## config.mk

```make
export PLATFORM = sky130hd
export DESIGN_NAME = scan_step_driver
export DESIGN_NICKNAME = d
export VERILOG_FILES = /design/src/rtl/scan_step_driver.sv
export SDC_FILE = /design/constraint.sdc
export NUM_CORES = 1
export LEC_CHECK = 0
export BUFFER_PORTS_ARGS = -buffer_cell sky130_fd_sc_hd__buf_2
export CORE_AREA = 2 2 97 99
export CTS_CLUSTER_SIZE = 30
export DETAILED_ROUTE_END_ITERATION = 8
export DIE_AREA = 0 0 99 101
export PLACE_DENSITY = 0.59
export SLEW_MARGIN = 10
export SYNTH_ARGS = -nofsm -noshare
export SYNTH_HDL_FRONTEND = slang
export SYNTH_SLANG_ARGS = --single-unit
```

## constraint.sdc

```tcl
create_clock -name clk -period 2.24 [get_ports clk]
set_input_delay 0.224 -clock clk [delete_from_list [all_inputs] [get_ports clk]]
set_output_delay 0.224 -clock clk [all_outputs]
set_load 0.02 [all_outputs]
```

## src/rtl/scan_step_driver.sv

```systemverilog
module scan_step_driver #(
  parameter int PULSE_CYCLES = 50_000_000,
  parameter int STEP_GAP     = 1000,
  parameter int LIMIT_W      = 12
) (
  input  logic               clk,
  input  logic               rst_n,
  input  logic               step_req,
  input  logic               step_dir,
  input  logic               sel_req,
  input  logic               sel_path,
  input  logic               seek_req,
  input  logic               seek_tgt,
  input  logic [LIMIT_W-1:0] seek_limit,
  input  logic               start_pos,
  input  logic               nadir_pos,
  output logic [3:0]         pri_phase,
  output logic [3:0]         sec_phase,
  output logic               pri_sel_coil,
  output logic               sec_sel_coil,
  output logic               active_path,
  output logic               seek_busy,
  output logic               seek_timeout
);
  localparam int PW = $clog2(PULSE_CYCLES + 1);
  localparam int GW = $clog2(STEP_GAP + 1);

  logic [1:0]         idx;
  logic [PW-1:0]      pcnt;
  logic               tgt, sdir;
  logic [LIMIT_W-1:0] rem;
  logic [GW-1:0]      gap;

  wire pulsing   = pri_sel_coil | sec_sel_coil;
  wire hit       = tgt ? nadir_pos : start_pos;
  wire eval      = seek_busy && (gap == '0);
  wire seek_step = eval && !hit && (rem != '0);
  wire idle      = !pulsing && !seek_busy;
  wire sel_go    = sel_req && idle;
  wire seek_go   = seek_req && idle && !sel_req;
  wire man_step  = step_req && idle && !sel_req && !seek_req;
  wire do_step   = seek_step | man_step;
  wire dir       = seek_busy ? sdir : step_dir;
  wire [3:0] pat = 4'b1000 >> idx;

  assign pri_phase = (!pulsing && !active_path) ? pat : 4'b0000;
  assign sec_phase = (!pulsing &&  active_path) ? pat : 4'b0000;

  always_ff @(posedge clk) begin
    if (!rst_n)       idx <= 2'd0;
    else if (do_step) idx <= dir ? idx + 2'd1 : idx - 2'd1;
  end

  always_ff @(posedge clk) begin
    if (!rst_n) begin
      pri_sel_coil <= 1'b0;
      sec_sel_coil <= 1'b0;
      active_path  <= 1'b0;
      pcnt         <= '0;
    end else if (sel_go) begin
      pri_sel_coil <= !sel_path;
      sec_sel_coil <= sel_path;
      active_path  <= sel_path;
      pcnt         <= PW'(PULSE_CYCLES - 1);
    end else if (pulsing) begin
      if (pcnt == '0) begin
        pri_sel_coil <= 1'b0;
        sec_sel_coil <= 1'b0;
      end else begin
        pcnt <= pcnt - 1'b1;
      end
    end
  end

  always_ff @(posedge clk) begin
    if (!rst_n) begin
      seek_busy    <= 1'b0;
      seek_timeout <= 1'b0;
      tgt          <= 1'b0;
      sdir         <= 1'b0;
      rem          <= '0;
      gap          <= '0;
    end else if (seek_go) begin
      seek_busy    <= 1'b1;
      seek_timeout <= 1'b0;
      tgt          <= seek_tgt;
      sdir         <= step_dir;
      rem          <= seek_limit;
      gap          <= '0;
    end else if (eval) begin
      if (hit) begin
        seek_busy <= 1'b0;
      end else if (rem == '0) begin
        seek_busy    <= 1'b0;
        seek_timeout <= 1'b1;
      end else begin
        rem <= rem - 1'b1;
        gap <= GW'(STEP_GAP - 1);
      end
    end else if (seek_busy) begin
      gap <= gap - 1'b1;
    end
  end
endmodule

```

Word-level counts from Yosys, hierarchy flattened
Cells that the tools add are included.
{"block": "word_totals", "reg_bits": 57, "latchBits": 0, "ram_bits": 0, "romBits": 0, "input_bits": 22, "output_inout_bits": 13, "word_cells": 89, "n_memories": 0}
{"block": "classes", "addsub": 5, "multipliers": 0, "n_div": 0, "n_lt_le_gt_ge": 0, "n_eq_ne": 5, "shift": 1, "n_mux": 24, "bitwise": 5, "n_reduce_logical": 37}
{"operator": "$mux W26", "n": 3}
{"operator": "$mux W12", "n": 4}
{"operator": "$mux W10", "n": 4}
{"operator": "$logic_not A26 Y1", "n": 1}
{"operator": "$sub A26 B1 Y26 const B", "n": 1}
{"operator": "$logic_and A1 B1 Y1", "n": 12}
{"operator": "$logic_not A12 Y1", "n": 1}
{"operator": "$reduce_bool A12 Y1", "n": 1}
{"operator": "$sub A12 B1 Y12 const B", "n": 1}
{"operator": "$logic_not A10 Y1", "n": 1}
{"operator": "$mux W1", "n": 10}
{"operator": "$sub A10 B1 Y10 const B", "n": 1}
{"operator": "$reduce_and A3 Y1", "n": 3}
{"operator": "$mux W4", "n": 2}
{"operator": "$ne A2 B2 Y1 const B", "n": 4}
{"operator": "$reduce_and A2 Y1", "n": 4}
{"operator": "$reduce_bool A2 Y1", "n": 4}
{"operator": "$logic_not A1 Y1", "n": 7}
{"operator": "$reduce_or A2 Y1", "n": 2}
{"operator": "$shr A4 B2 Y4 const A", "n": 1}
{"operator": "$not A1 Y1", "n": 3}
{"operator": "$reduce_bool A3 Y1", "n": 1}
{"operator": "$add A2 B1 Y2 const B", "n": 1}
{"operator": "$mux W2", "n": 1}
{"operator": "other kinds (3)", "n": 4}

Longest topological paths before layout
{"block": "depth", "ltp_word": 7, "ltp_mapped": 8, "mapped_depth_nobuf": 7}

Worst setup path before layout
OpenSTA, ideal clock, no wires.
{"block": "synth_path", "path_kind": "reg-to-reg", "start": "register gap[2]", "end": "register rem[1]", "setup_time_ns": 0.076, "t_arrival_ns": 2.242, "t_required_ns": 2.164, "slack_ns": -0.077, "path_stages_with_launch": 8, "n_path_buf": 2, "period_less_slack_ns": 2.317, "path_cell_list": "dfxtp_1 -> or4_1 -> buf_2 -> or4_4 -> buf_6 -> nor2_2 -> mux2_1 -> o22ai_1"}
{"block": "synth_via", "elab_chain_len": 4}
{"item": "from (decl)", "line_no": "32", "rtl": "logic [GW-1:0] gap;"}
{"item": "from (signal assigned)", "line_no": "98", "rtl": "gap <= GW'(STEP_GAP - 1);"}
{"item": "from (signal assigned)", "line_no": "101", "rtl": "gap <= gap - 1'b1;"}
{"item": "$logic_not A10 Y1", "line_no": "36", "rtl": "wire eval = seek_busy && (gap == '0);"}
{"item": "$logic_and A1 B1 Y1", "line_no": "36"}
{"item": "$reduce_bool A2 Y1 (no source line)"}
{"item": "$reduce_and A3 Y1 (no source line)"}
{"item": "to (signal assigned)", "line_no": "88", "rtl": "rem <= seek_limit;"}
{"item": "to (signal assigned)", "line_no": "97", "rtl": "rem <= rem - 1'b1;"}
{"item": "to (decl)", "line_no": "31", "rtl": "logic [LIMIT_W-1:0] rem;"}
No other way between the ends.
A chain may end at the register's enable or synchronous reset.

Final worst setup path
{"block": "layout_path", "start": "register gap[3]", "end": "register gap[6]"}
{"block": "layout_via", "elab_chain_len": 4, "elab_cells_between_ends": 9, "classes_between": "1 x add/sub; 2 x eq/ne; 2 x mux; 4 x reduce/logical"}
{"item": "parallel branches: the longest is 4 deep, another holds $sub A10 B1 Y10"}
Parallel ways; which one is timed is not known. The select of a mux whose other input is x is not followed.

==> impl_metrics.csv <==
group,metric,value,unit
synthesis,synth-seq-area-share,0.373,
cells_and_area,final_util,0.426,
sta,min_period_over_period,0.990,
cells_and_area,nets,460,
setup_path,worstPathArrival,2.48,ns
pwr,power_leakage,1.47,nW
clock_network,ctsRootBufferMaster,"clkbuf_8",
place,place_congestion,0.829,
sta,hold_viol_final,0,
drt,post-route-drc-count,0,
synthesis,synth-xor-area-share,0.0573,
die,die_y,101,um
sta,timing.slew.headroom,0.447,
clock_network,numCtsBuffers,9,
pwr,clockPowerShare,0.254,
outcome,status,"complete, no violations",
grt,grt_usage,0.161,
die,dieArea,10000,um^2
clock_network,htree_num_levels,3,
setup_path,crit_chain,"or4_4, or4_4, mux2i_4, or3b_4, a21oi_2",
synthesis,synthMuxAreaShare,0.0274,
drt,vias_per_cell,5.55,
pwr,seqPwrFrac,0.412,
cells_and_area,area_delta_synth_final,25.1,%
cells_and_area,diodes,0,
clock_network,cts_tree,"yes",
worst_hold_path,hold_class,"input pin to flip-flop",
setup_path,slowest_delay,0.58,ns
drt,drt_iter0_markers,154,
clock_network,clk_pin_slew,0.06,ns
sta,finalClockSkew,0.00767,ns
place,port_buffers,34,
drt,wl_met3,318,um
sta,rsz0062_at_grt,"yes",
sta,drv_slew,0,
clock_network,holdBufCountCts,0,
setup_path,crit_type,"flip-flop to flip-flop",
drt,wl_met2,3880,um
drt,vias,3041,
grt,grt_pass1_vias,2842,
cells_and_area,seqCellArea,1140,um^2
setup_path,worstPathRequired,2.51,ns
setup_path,path_buf_inv,0,
pwr,p_int,1.98,mW
clock_network,clk_latency,0.33,ns
sta,worst_pin_slew,0.829,ns
die,start_util,0.340,
grt,grt_overflow,0,
sta,min_period,2.22,ns
synthesis,async_reset_ff_frac,0,
sta,finalSetupViolCount,0,
clock_network,cts.path.max_buffers,2,
place,dpl_cell_area,3570,um^2
grt,grt_max_degree,24,
synthesis,synth_nets,394,
pwr,peakVddDrop,0.282,mV
synthesis,ys_top_cells_by_area,"dfxtp_1 37%, xor2_1 4.6%, nor2_1 4.2%",
cells_and_area,multi_input_area,1880,um^2
die,io-pin-count,35,
drt,drt-pass1-iter-count,4,
synthesis,yosysMostFrequentCell,"dfxtp_1",
setup_path,cp_slowest_cell,"or4_4",
sta,max_freq,451,MHz
synthesis,synth_compound_area_frac,0.206,
pwr,combPwrFrac,0.334,
flow_run,drv_cap,0,
setup_path,start_kind,"flip-flop",
synthesis,synth.avg_cell_area,8.30,um^2
pwr,switching_share,0.341,
setup_path,end_kind,"flip-flop",
drt,routed_wl,7990,um
pwr,p_switching,1.02,mW
synthesis,yosysWarnings,0,
synthesis,synthTopCellsByCount,"57 x dfxtp_1, 34 x nor2_1, 24 x a21oi_1",
grt,antenna_found_initial,0,
synthesis,synth_top_family_by_area,"simple AND/OR/NAND/NOR gates",
cells_and_area,fillers,921,
synthesis,synth_area_leader_cell,"dfxtp_1",
cells_and_area,final_cell_area,3820,um^2
synthesis,synthFlopType,"dfxtp_1",
pwr,power_density,785,nW/um^2
place,dp_hpwl,5730,um
drt,wl_met1,3640,um
setup_path,cp_top_family,"simple AND/OR/NAND/NOR gates",
cells_and_area,drive_gt1_frac,0.263,
setup_path,cp_max_fo,7,
pwr,total_power,3.00,mW
die,fp-row-count,35,
die,fp.coreArea,8980,um^2
grt,grt_first_pass_wirelength,13100,um
synthesis,synth_edf_count,0,
synthesis,synth_top_area_share,0.373,
drt,top_layer_used,"met4",
synthesis,synth.distinct_cells,53,
clock_network,cts.sink_count,57,
setup_path,crit_top_cell,"or4_4",
sta,whs,0.130,ns
synthesis,syn-cell-area,3060,um^2
synthesis,synth-simple-area-share,0.279,
drt,ant_nets,0,
die,die_x,99,um
synthesis,synthAdderAreaFrac,0.0164,
synthesis,synth-seq-cells,57,
drt,routedWlPerCell,14.6,um
synthesis,synthCells,368,
## what timing repair did
| item | CTS | global route |
|---|---|---|
| gates cloned | 0 | 0 |
| pin swaps | 1 | 5 |
| buffers inserted | 0 | 4 |
| resized for setup | 0 | 17 |
| endpoints found under the setup margin | 3 | 31 |
## placed cells by master, fill, tap and decap left out, types with 4 or more instances in the layout
| cell | synthesis | layout |
|---|---|---|
| nor3_1 | 16 | 16 |
| a211oi_1 | 5 | 5 |
| buf_4 | 0 | 42 |
| a311oi_1 | 8 | 7 |
| mux2i_1 | 5 | 5 |
| buf_2 | 2 | 34 |
| nand2_1 | 18 | 17 |
| a31oi_1 | 13 | 13 |
| nor2_1 | 34 | 34 |
| dfxtp_1 | 57 | 56 |
| o31ai_1 | 13 | 12 |
| or4_4 | 1 | 5 |
| xnor2_1 | 4 | 4 |
| clkbuf_1 | 18 | 4 |
| xor2_1 | 16 | 16 |
| nor4_1 | 10 | 9 |
| nand2b_1 | 4 | 4 |
| or3_1 | 13 | 10 |
| or2_2 | 5 | 4 |
| or4_1 | 17 | 13 |
| ha_1 | 4 | 4 |
| o21ai_0 | 22 | 22 |
| nand3_1 | 6 | 6 |
| clkbuf_8 | 0 | 9 |
| nand4_1 | 6 | 6 |
| a21oi_1 | 24 | 23 |
| inv_1 | 9 | 9 |
## per-stage QoR
step	instances	setup TNS [ns]	worst slack, ns
global placement	530	0	0.0349
global route	548	-0.0923	-0.0460
CTS	544	0	0.0168
detailed placement	530	0	0.000528
floorplan	368	0	0.00239
finish	548	0	0.0231
## final timing paths
check	start	end	slack, ns	cells after the start
hold / removal	seek_tgt	tgt	0.13	3
setup / recovery	gap[3]	gap[6]	0.02	5
hold reg to reg	pcnt[9]	pcnt[9]	0.48	2
setup reg to reg	gap[3]	gap[6]	0.02	5
## layer usage
metal	up-vias	track usage
li1	1527	-
met2	58	0.270
met1	1443	0.193
met3	13	0.0513
met5	-	0
met4	0	0.0580
## power by group through the flow
| stage | clock network [mW] | logic (mW) | registers, mW |
|---|---|---|---|
| finish | 0.763 | 1.00 | 1.23 |
| floorplan | 0 | 0.629 | 1.24 |
| global placement | 0 | 0.918 | 1.25 |
| detailed placement | 0 | 0.930 | 1.25 |
| CTS | 0.787 | 0.934 | 1.23 |
| global route | 0.841 | 1.10 | 1.25 |
## kinds of logic after synthesis
family	Yosys count
mux	7
compound gates	100
flops	57
simple gates	150
fa+ha+maj	4
xor+xnor	20
buf+inv	30
## registers in the layout (all words and copies together), names as in the netlist
| register | count |
|---|---|
| rem | 12 |
| active_path | 1 |
| gap | 10 |
| sdir | 1 |
| sec_sel_coil | 1 |
| tgt | 1 |
| pri_sel_coil | 1 |
| pcnt | 26 |
| seek_busy | 1 |
| idx | 2 |
| seek_timeout | 1 |
## worst register-to-register path: stages (launching register included)
cell,delay (ns)
dfxtp_2,0.32
or4_4,0.56
or4_4,0.58
mux2i_4,0.19
or3b_4,0.39
a21oi_2,0.11
## final cells by class
cell class	count	share of cell area
inverter	9	0.00884
clock buffer	13	0.0363
tap	111	0.0363
timing repair buffer	76	0.127
sequential	57	0.299
multi-input combinational	281	0.491
clock inverter	1	0.00131
(Power assumes the default switching activity.)
